$ cat config.mk
export PLATFORM = sky130hd
export DESIGN_NAME = bat_xlate
export DESIGN_NICKNAME = d
export VERILOG_FILES = /design/src/rtl/bat_pkg.sv /design/src/rtl/bat_entry_file.sv /design/src/rtl/bat_match.sv /design/src/rtl/bat_free_find.sv /design/src/rtl/bat_xlate.sv
export SDC_FILE = /design/constraint.sdc
export NUM_CORES = 2
export LEC_CHECK = 0
export ABC_AREA = 1
export ABC_CLOCK_PERIOD_IN_PS = 25100
export BUFFER_PORTS_ARGS = -buffer_cell sky130_fd_sc_hd__buf_2
export CAP_MARGIN = 5
export CORE_AREA = 2 2 381 383
export CTS_CLUSTER_DIAMETER = 80
export DETAILED_ROUTE_END_ITERATION = 6
export DIE_AREA = 0 0 383 385
export GPL_ROUTABILITY_DRIVEN = 0
export MAX_ROUTING_LAYER = met4
export PLACE_DENSITY = 0.71
export SYNTH_ARGS = -nofsm -noshare
export SYNTH_HDL_FRONTEND = slang
export SYNTH_SLANG_ARGS = --single-unit
$ cat constraint.sdc
create_clock -name clk -period 25.1 [get_ports clk]
set_clock_uncertainty 0.15 [all_clocks]
set_input_delay 5.02 -clock clk [delete_from_list [all_inputs] [get_ports clk]]
set_output_delay 5.02 -clock clk [all_outputs]
set_load 0.01 [all_outputs]
$ cat src/rtl/bat_pkg.sv
package bat_pkg;
  parameter int ADDR_W    = 32;
  parameter int BLK_SHIFT = 17;
  parameter int BL_LSB    = 2;
  parameter int BL_W      = 11;
  parameter int SV_BIT    = 1;
  parameter int UV_BIT    = 0;
  parameter int GUARD_BIT = 3;
  parameter int SPAN_W    = ADDR_W + 1;

  typedef struct packed {
    logic [ADDR_W-1:0] up;
    logic [ADDR_W-1:0] lo;
  } bat_word_t;

  function automatic logic [ADDR_W-1:0] virt_base(input logic [ADDR_W-1:0] up);
    return {up[ADDR_W-1:BLK_SHIFT], {BLK_SHIFT{1'b0}}};
  endfunction

  function automatic logic [ADDR_W-1:0] phys_base(input logic [ADDR_W-1:0] lo);
    return {lo[ADDR_W-1:BLK_SHIFT], {BLK_SHIFT{1'b0}}};
  endfunction

  function automatic logic [SPAN_W-1:0] blk_size(input logic [BL_W-1:0] bl);
    logic [SPAN_W-1:0] cnt;
    cnt = {{(SPAN_W-BL_W){1'b0}}, bl} + SPAN_W'(1);
    return cnt << BLK_SHIFT;
  endfunction
endpackage

$ cat src/rtl/bat_entry_file.sv
module bat_entry_file
  import bat_pkg::*;
#(
  parameter int NUM_ENT = 8,
  parameter int LOW_ENT = 4,
  localparam int IDX_W = $clog2(NUM_ENT)
) (
  input  logic              clk,
  input  logic              rst_n,
  input  logic              hi_en,
  input  logic              wr_en,
  input  logic [IDX_W-1:0]  wr_idx,
  input  logic [ADDR_W-1:0] wr_upper,
  input  logic [ADDR_W-1:0] wr_lower,
  input  logic              wr_exec,
  output bat_word_t         dat_q [NUM_ENT],
  output bat_word_t         ins_q [NUM_ENT]
);
  bat_word_t new_dat;
  bat_word_t new_ins;
  logic      ins_keep;

  always_comb begin
    ins_keep = wr_exec && !wr_lower[GUARD_BIT];
    new_dat  = '{up: wr_upper, lo: wr_lower};
    new_ins  = ins_keep ? new_dat : '0;
  end

  for (genvar i = 0; i < NUM_ENT; i++) begin : g_ent
    logic      ent_we;
    bat_word_t dat_d;
    bat_word_t ins_d;

    always_comb begin
      ent_we = wr_en && (wr_idx == IDX_W'(i)) && (hi_en || (i < LOW_ENT));
      dat_d  = dat_q[i];
      ins_d  = ins_q[i];
      if (ent_we) begin
        dat_d = new_dat;
        ins_d = new_ins;
      end
    end

    always_ff @(posedge clk or negedge rst_n) begin
      if (!rst_n) begin
        dat_q[i] <= '0;
        ins_q[i] <= '0;
      end else if (ent_we) begin
        dat_q[i] <= dat_d;
        ins_q[i] <= ins_d;
      end
    end
  end
endmodule

$ cat src/rtl/bat_match.sv
module bat_match
  import bat_pkg::*;
#(
  parameter int NUM_ENT = 8,
  parameter int LOW_ENT = 4,
  parameter bit REVERSE = 1'b0
) (
  input  bat_word_t         ent [NUM_ENT],
  input  logic              hi_en,
  input  logic              user_mode,
  input  logic [ADDR_W-1:0] addr,
  output logic              hit,
  output logic [ADDR_W-1:0] result
);
  localparam logic [SPAN_W-1:0] END_ADJ = REVERSE ? SPAN_W'(1) : SPAN_W'(0);

  logic [NUM_ENT-1:0] ent_hit;
  logic [ADDR_W-1:0]  ent_out [NUM_ENT];

  for (genvar i = 0; i < NUM_ENT; i++) begin : g_cmp
    logic [ADDR_W-1:0] base_in;
    logic [ADDR_W-1:0] base_out;
    logic [SPAN_W-1:0] lim;
    logic              usable;
    logic              vld;
    logic              unused_bits;

    always_comb begin
      if (REVERSE) begin
        base_in  = phys_base(ent[i].lo);
        base_out = virt_base(ent[i].up);
      end else begin
        base_in  = virt_base(ent[i].up);
        base_out = phys_base(ent[i].lo);
      end
      lim        = {1'b0, base_in} + blk_size(ent[i].up[BL_LSB+BL_W-1:BL_LSB]) - END_ADJ;
      usable     = hi_en || (i < LOW_ENT);
      vld        = user_mode ? ent[i].up[UV_BIT] : ent[i].up[SV_BIT];
      ent_hit[i] = usable && vld && (addr >= base_in) && ({1'b0, addr} < lim);
      ent_out[i] = base_out + (addr - base_in);
    end

    assign unused_bits = ^{ent[i].lo[BLK_SHIFT-1:0], ent[i].up[BLK_SHIFT-1:BL_LSB+BL_W]};
  end

  always_comb begin
    hit    = 1'b0;
    result = '0;
    for (int k = NUM_ENT - 1; k >= 0; k--) begin
      if (ent_hit[k]) begin
        hit    = 1'b1;
        result = ent_out[k];
      end
    end
  end
endmodule

$ cat src/rtl/bat_free_find.sv
module bat_free_find #(
  parameter int NUM_ENT = 8,
  parameter int LOW_ENT = 4,
  localparam int IDX_W = $clog2(NUM_ENT)
) (
  input  logic [1:0]       vbits [NUM_ENT],
  input  logic             hi_en,
  output logic [IDX_W-1:0] free_idx,
  output logic             free_none
);
  logic [NUM_ENT-1:0] is_free;

  for (genvar i = 0; i < NUM_ENT; i++) begin : g_free
    assign is_free[i] = (vbits[i] == 2'b00) && (hi_en || (i < LOW_ENT));
  end

  always_comb begin
    free_none = 1'b1;
    free_idx  = '0;
    for (int k = NUM_ENT - 1; k >= 0; k--) begin
      if (is_free[k]) begin
        free_none = 1'b0;
        free_idx  = IDX_W'(k);
      end
    end
  end
endmodule

$ cat src/rtl/bat_xlate.sv
module bat_xlate
  import bat_pkg::*;
#(
  parameter int NUM_ENT = 8,
  parameter int LOW_ENT = 4,
  localparam int IDX_W = $clog2(NUM_ENT)
) (
  input  logic              clk,
  input  logic              rst_n,
  input  logic              hi_en,
  input  logic              wr_en,
  input  logic [IDX_W-1:0]  wr_idx,
  input  logic [ADDR_W-1:0] wr_upper,
  input  logic [ADDR_W-1:0] wr_lower,
  input  logic              wr_exec,
  input  logic              user_mode,
  input  logic              fwd_inst,
  input  logic [ADDR_W-1:0] fwd_va,
  output logic [ADDR_W-1:0] fwd_pa,
  output logic              fwd_hit,
  input  logic [ADDR_W-1:0] rev_pa,
  output logic [ADDR_W-1:0] rev_va,
  output logic              rev_hit,
  output logic [IDX_W-1:0]  free_idx,
  output logic              free_none
);
  bat_word_t  dat_q   [NUM_ENT];
  bat_word_t  ins_q   [NUM_ENT];
  bat_word_t  fwd_set [NUM_ENT];
  logic [1:0] vbits   [NUM_ENT];

  bat_entry_file #(.NUM_ENT(NUM_ENT), .LOW_ENT(LOW_ENT)) u_file (
    .clk      (clk),
    .rst_n    (rst_n),
    .hi_en    (hi_en),
    .wr_en    (wr_en),
    .wr_idx   (wr_idx),
    .wr_upper (wr_upper),
    .wr_lower (wr_lower),
    .wr_exec  (wr_exec),
    .dat_q    (dat_q),
    .ins_q    (ins_q)
  );

  always_comb begin
    for (int k = 0; k < NUM_ENT; k++) begin
      fwd_set[k] = fwd_inst ? ins_q[k] : dat_q[k];
      vbits[k]   = {dat_q[k].up[SV_BIT], dat_q[k].up[UV_BIT]};
    end
  end

  bat_match #(.NUM_ENT(NUM_ENT), .LOW_ENT(LOW_ENT), .REVERSE(1'b0)) u_fwd (
    .ent       (fwd_set),
    .hi_en     (hi_en),
    .user_mode (user_mode),
    .addr      (fwd_va),
    .hit       (fwd_hit),
    .result    (fwd_pa)
  );

  bat_match #(.NUM_ENT(NUM_ENT), .LOW_ENT(LOW_ENT), .REVERSE(1'b1)) u_rev (
    .ent       (dat_q),
    .hi_en     (hi_en),
    .user_mode (user_mode),
    .addr      (rev_pa),
    .hit       (rev_hit),
    .result    (rev_va)
  );

  bat_free_find #(.NUM_ENT(NUM_ENT), .LOW_ENT(LOW_ENT)) u_free (
    .vbits     (vbits),
    .hi_en     (hi_en),
    .free_idx  (free_idx),
    .free_none (free_none)
  );
endmodule

# Word-level counts from Yosys, hierarchy flattened
# Cells that the tools add are included.
[op_classes]
reduce_logical = 67
n_addsub = 72
order_cmp = 32
n_eq_ne = 7
n_mux = 73
[ops]
columns = ["operator", "n"]
rows = [
  ["64-bit two-way mux", 9],
  ["32-bit by 33-bit adder with 33-bit output", 16],
  ["32-bit by 33-bit less-than comparator with 1-bit output", 16],
  ["32-bit adder", 16],
  ["32-bit greater-or-equal comparator", 16],
  ["32-bit two-way mux", 16],
  ["32-bit subtractor", 16],
  ["33-bit by 1-bit subtractor with 33-bit output, second input constant", 8],
  ["11-bit by 1-bit adder with 12-bit output, second input constant", 16],
  ["1-bit logical AND", 57],
  ["1-bit two-way mux", 40],
  ["3-bit two-way mux", 8],
  ["2-bit zero test", 8],
  ["3-bit == test, second input constant", 4],
  ["3-bit by 2-bit == test with 1-bit output, second input constant", 2],
  ["3-bit by 1-bit == test with 1-bit output, second input constant", 1],
  ["3-bit zero test", 1],
  ["1-bit zero test", 1],
]
[word_totals]
input_bits = 138
register_bits = 1024
elab_cells = 283

# Longest topological paths before layout
[depth]
word_depth = 13
mapped_depth = 45
ltp_nobuf = 39

# By module
# A second synthesis with hierarchy kept.
[unflattened]
hier_cells = 14437
area_unflattened_um2 = 97985.2
[by_module_without_submodules]
columns = ["module", "seq_area_each_um2", "instances", "area_per_inst_um2", "cells_per_inst"]
rows = [
  ["bat_entry_file", 25624.6, 1, 39241.4, 4535],
  ["bat_match at u_rev", 0.0, 1, 26536.7, 4115],
  ["bat_match at u_fwd", 0.0, 1, 25449.4, 4105],
  ["bat_xlate", 0.0, 1, 6617.6, 1650],
  ["bat_free_find", 0.0, 1, 140.1, 32],
]

# Worst setup path after synthesis
# OpenSTA, ideal clock, no wires.
[synth_path]
path_kind = "input to output"
from = "in fwd_inst"
to = "out fwd_pa[15]"
path_buffers = 11
slack_ns = 9.375
cell_stages = 40
required_ns = 19.930
arrival_time_ns = 10.555
cell_sequence = "buf_6 > buf_6 > buf_6 > buf_6 > buf_6 > buf_2 > buf_2 > buf_2 > buf_2 > buf_1 > nand2_1 > o21ai_0 > ha_1 > inv_1 > fa_1 > o21ai_0 > a21oi_1 > o21ai_0 > [4 not listed] > nand2_1 > nand2_1 > a21oi_1 > o21bai_1 > nand3_1 > xor2_1 > ha_1 > nand3_1 > or2_0 > nor2_1 > nor2_2 > clkinv_2 > nand4_2 > nor2_4 > nand2_4 > nor2_8 > buf_8 > nor2_1"
[synth_between]
elab_chain_len = 13
word_cells_on_any_way = 76
[synth_lines]
columns = ["element", "line_no", "text"]
rows = [
  ["start: declaration", "bat_xlate.sv:17", "input logic fwd_inst,"],
  ["64-bit two-way mux", "bat_xlate.sv:47", "fwd_set[k] = fwd_inst ? ins_q[k] : dat_q[k];"],
  ["11-bit by 1-bit adder with 12-bit output / 1-bit two-way mux (equally long branches)", "bat_pkg.sv:26, bat_match.sv:38", ""],
  ["32-bit by 33-bit adder with 33-bit output / 1-bit logical AND (equally long branches)", "bat_match.sv:36, bat_match.sv:39", ""],
  ["32-bit by 33-bit less-than comparator with 1-bit output / 1-bit logical AND (equally long branches)", "bat_match.sv:39", "ent_hit[i] = usable && vld && (addr >= base_in) && ({1'b0, addr} < lim);"],
  ["1-bit logical AND", "bat_match.sv:39", ""],
  ["32-bit two-way mux (7 in a row)", "bat_match.sv:50", "if (ent_hit[k]) begin"],
  ["32-bit two-way mux *", "bat_match.sv:50", ""],
  ["end: declaration", "bat_xlate.sv:19", "output logic [ADDR_W-1:0] fwd_pa,"],
]
# Every way passes the cells marked *; elsewhere a longest branch is shown, timed or not.

# Worst setup path in the final report
[layout_path]
from = "in fwd_inst"
to = "out fwd_pa[27]"
# Same word-level chain as after synthesis.

==> results.json <==
{
  "outcome": "complete, but fails checks",
  "violations": "DRC, capacitance limit, slew limit",
  "ys_seq_area_share_pct": 22.0,
  "grt_max_degree": 113,
  "dr_wl_met3_um": 53700,
  "cp_common_cell": "nand2_1",
  "htreeDepth": 3,
  "irDropWorstVdd_mv": 0.0881,
  "synth-seq-cells": 688,
  "dp_hpwl_um": 262000,
  "worst-endpoint-arrival_ns": 12.38,
  "clkLatencyLatePin_ns": 0.75,
  "grt_pass1_vias": 73000,
  "core_um2": 143000,
  "wl_per_cell_um": 25.2,
  "p_leak_nw": 43.6,
  "synth_edf_count": 0,
  "hp-class": "reg2reg",
  "min_period_ns": 17.55,
  "finalPower_mw": 8.95,
  "worstMarginPinSlew_ns": 1.58,
  "dr.pass1.iters": 7,
  "die_area_um2": 147000,
  "min_to": "u_file.ins_q[413]$_DFFE_PN0P_",
  "holdPathStages": 2,
  "cts_buffers": 79,
  "post_cts_resized": 0,
  "cts_tree": "built",
  "reg2reg_to": "u_file.dat_q[476]$_DFFE_PN0P_",
  "reg2reg_depth": 2,
  "cts_hold_buf": 0,
  "async_flop_share_pct": 100,
  "maxSlewViolCount": 11,
  "die_h_um": 385,
  "clkTransAtPathRegs_ns": 0.05,
  "avgSynthCellArea_um2": 7.08,
  "ant_nets": 0,
  "synthFlopType": "dfrtp_1",
  "nets": 12700,
  "drt_first_iter_violations": 11600,
  "powerDensity_nw_per_um2": 106,
  "syn_inst": 11000,
  "cp_slowest_stage_delay_ns": 0.69,
  "layout_commonest_cell": "nand2_1",
  "post_cts_buffers": 0,
  "drive_above_1_share_pct": 5.86,
  "wl_met2_um": 125000,
  "clock_path_buffers": 3,
  "root_buffer": "clkbuf_16",
  "syn_nets": 12500,
  "end_kind": "output pin",
  "highest_layer": "met4",
  "crit_type": "in2out",
  "drv_cap": 8,
  "grt_overflow": 0,
  "maxSlewHeadroom_pct": -6.36,
  "cp_slowest_cell": "buf_4",
  "max_freq_mhz": 57.0,
  "vias": 80000,
  "grt_use_total_pct": 45.5,
  "start_util_pct": 54.6,
  "row_count": 139,
  "num_io_pins": 208,
  "numPortBuffers": 187,
  "synth_warnings": 0,
  "r2r_start": "u_file.dat_q[476]$_DFFE_PN0P_",
  "drt_wl_total_um": 332000,
  "m1WireLength_um": 123000,
  "crit_path_start_kind": "input pin",
  "antenna_found_initial": 36,
  "min-delay-start": "u_file.ins_q[413]$_DFFE_PN0P_",
  "synth.distinct_cells": 73,
  "grt_pass1_wl_um": 475000,
  "setup_viol": 0,
  "cts_num_sinks": 688,
  "synthToLayoutAreaGrowth_pct": 8.06,
  "final_cell_mix": "2579 x nand2_1, 1824 x inv_1, 1195 x o21ai_0",
  "regToRegSetupSlack_ns": 23.66,
  "setup-tns-final_ns": 0,
  "min_period_over_period_pct": 69.9,
  "syn_area_um2": 78200,
  "finalHoldViolations": 0,
  "worstPathMaxFanout": 111,
  "via_per_inst": 6.05,
  "fp.dieW_um": 383,
  "drc": 24,
  "rsz0062_at_grt": "no",
  "worstPathRequired_ns": 19.93
}
-- cell usage after synthesis, types with 4 or more instances --
cell type  number  area share [%]
o211ai_1       47            0.45
inv_1        1824             8.8
buf_6           9            0.13
a21oi_2         7           0.078
buf_2          48            0.31
nor3_2          9            0.12
a21oi_1       750             4.8
fa_1          240             6.1
o21a_1         27            0.26
o41ai_1         5           0.056
and2_1          6           0.048
clkinv_1        5           0.024
a31oi_1        26            0.21
inv_2          18           0.086
nor4_1         48            0.38
or2_2          16            0.13
buf_4           7           0.067
nor2_1        597             2.9
o31ai_1         6           0.058
nor3_1        123            0.79
o21ai_1        49            0.31
nand3_1       342             2.2
nand3b_1       34            0.33
xnor2_1       197             2.2
nor2_2         13            0.10
o21bai_1       54            0.52
o21ai_2        15            0.17
dfrtp_1       688              22
mux2_2         44            0.63
a21boi_0       15            0.14
a221oi_1        7           0.078
xor2_1        389             4.4
buf_1          22            0.11
and3_1          4           0.032
nand2_1      2580              12
o221ai_1        9            0.10
o2111ai_1       5           0.056
ha_1         1086              17
a21o_1         41            0.39
clkbuf_1      207            0.99
a211oi_1       35            0.34
nand4_1       126             1.0
o21ai_0      1212             7.8
nand2_2         7           0.056
-- power breakdown --
part / switching [mW] / total [mW] / internal, mW
logic: 4.01 / 6.20 / 2.19
registers: 0.183 / 1.50 / 1.31
clock network: 0.542 / 1.25 / 0.713
-- sequential cells by signal, indices dropped and copies added, names as in the netlist --
| signal | flops |
|---|---|
| u_file.ins_q | 344 |
| u_file.dat_q | 344 |
-- logic make-up after synthesis --
kind of cell	count (synthesis)	share of synthesized area, %
and+or+nand+nor	3925	20.7
AOI/OAI and AO/OA	2334	16.1
buffers and inverters	2145	10.5
adders and majority gates	1326	23.5
DFF	688	22.0
xor gates and xnor gates	586	6.56
muxes	44	0.633
-- metrics by stage --
stage               area [um2]  setup slack [ns]  cells  hold WS, ns  util, %
floorplan                78200              9.38  11000        0.292        -
global placement         81700              8.06  13000        0.303     57.1
detailed placement       81700              7.92  13000        0.308     57.1
CTS                      84400              7.90  13200        0.323     59.0
global route             84500              7.17  13200        0.333     59.0
finish                   84500              7.55  13200        0.321     59.0
-- worst max-delay path, delay by kind of cell --
kind	cells	cell delay, ns
compound gates	8	1.58
buf+inv	6	1.80
xor+xnor	1	0.16
simple gates	19	2.54
fa+ha+maj	3	1.07
-- per-layer routing --
layer | up-vias | track usage, %
met5 | - | -
met4 | 0 | 33.1
met3 | 1481 | 19.9
met2 | 5404 | 59.6
met1 | 36900 | 54.9
li1 | 36200 | -
-- area by class of cell --
class,count,area [um2]
inverters,1848,6940
repair buffers,371,2340
well taps,1903,2380
multi-input cells,8215,52800
diodes,42,105
clock buffers,105,2190
fillers,13400,58600
flip-flops and latches,688,17200
clock inverters,35,510
-- worst max path at each step --
stage	start	endpoint	slack, ns	cells past startpoint
after CTS	fwd_inst	fwd_pa[27]	7.90	37
final	fwd_inst	fwd_pa[27]	7.55	37
after global placement	fwd_inst	fwd_pa[27]	8.06	38
after global routing	fwd_inst	fwd_pa[27]	7.17	38
after detailed placement	fwd_inst	fwd_pa[27]	7.92	37
after floorplan	fwd_inst	fwd_pa[15]	9.38	40
No activity file was read; power rests on OpenSTA's default activity.
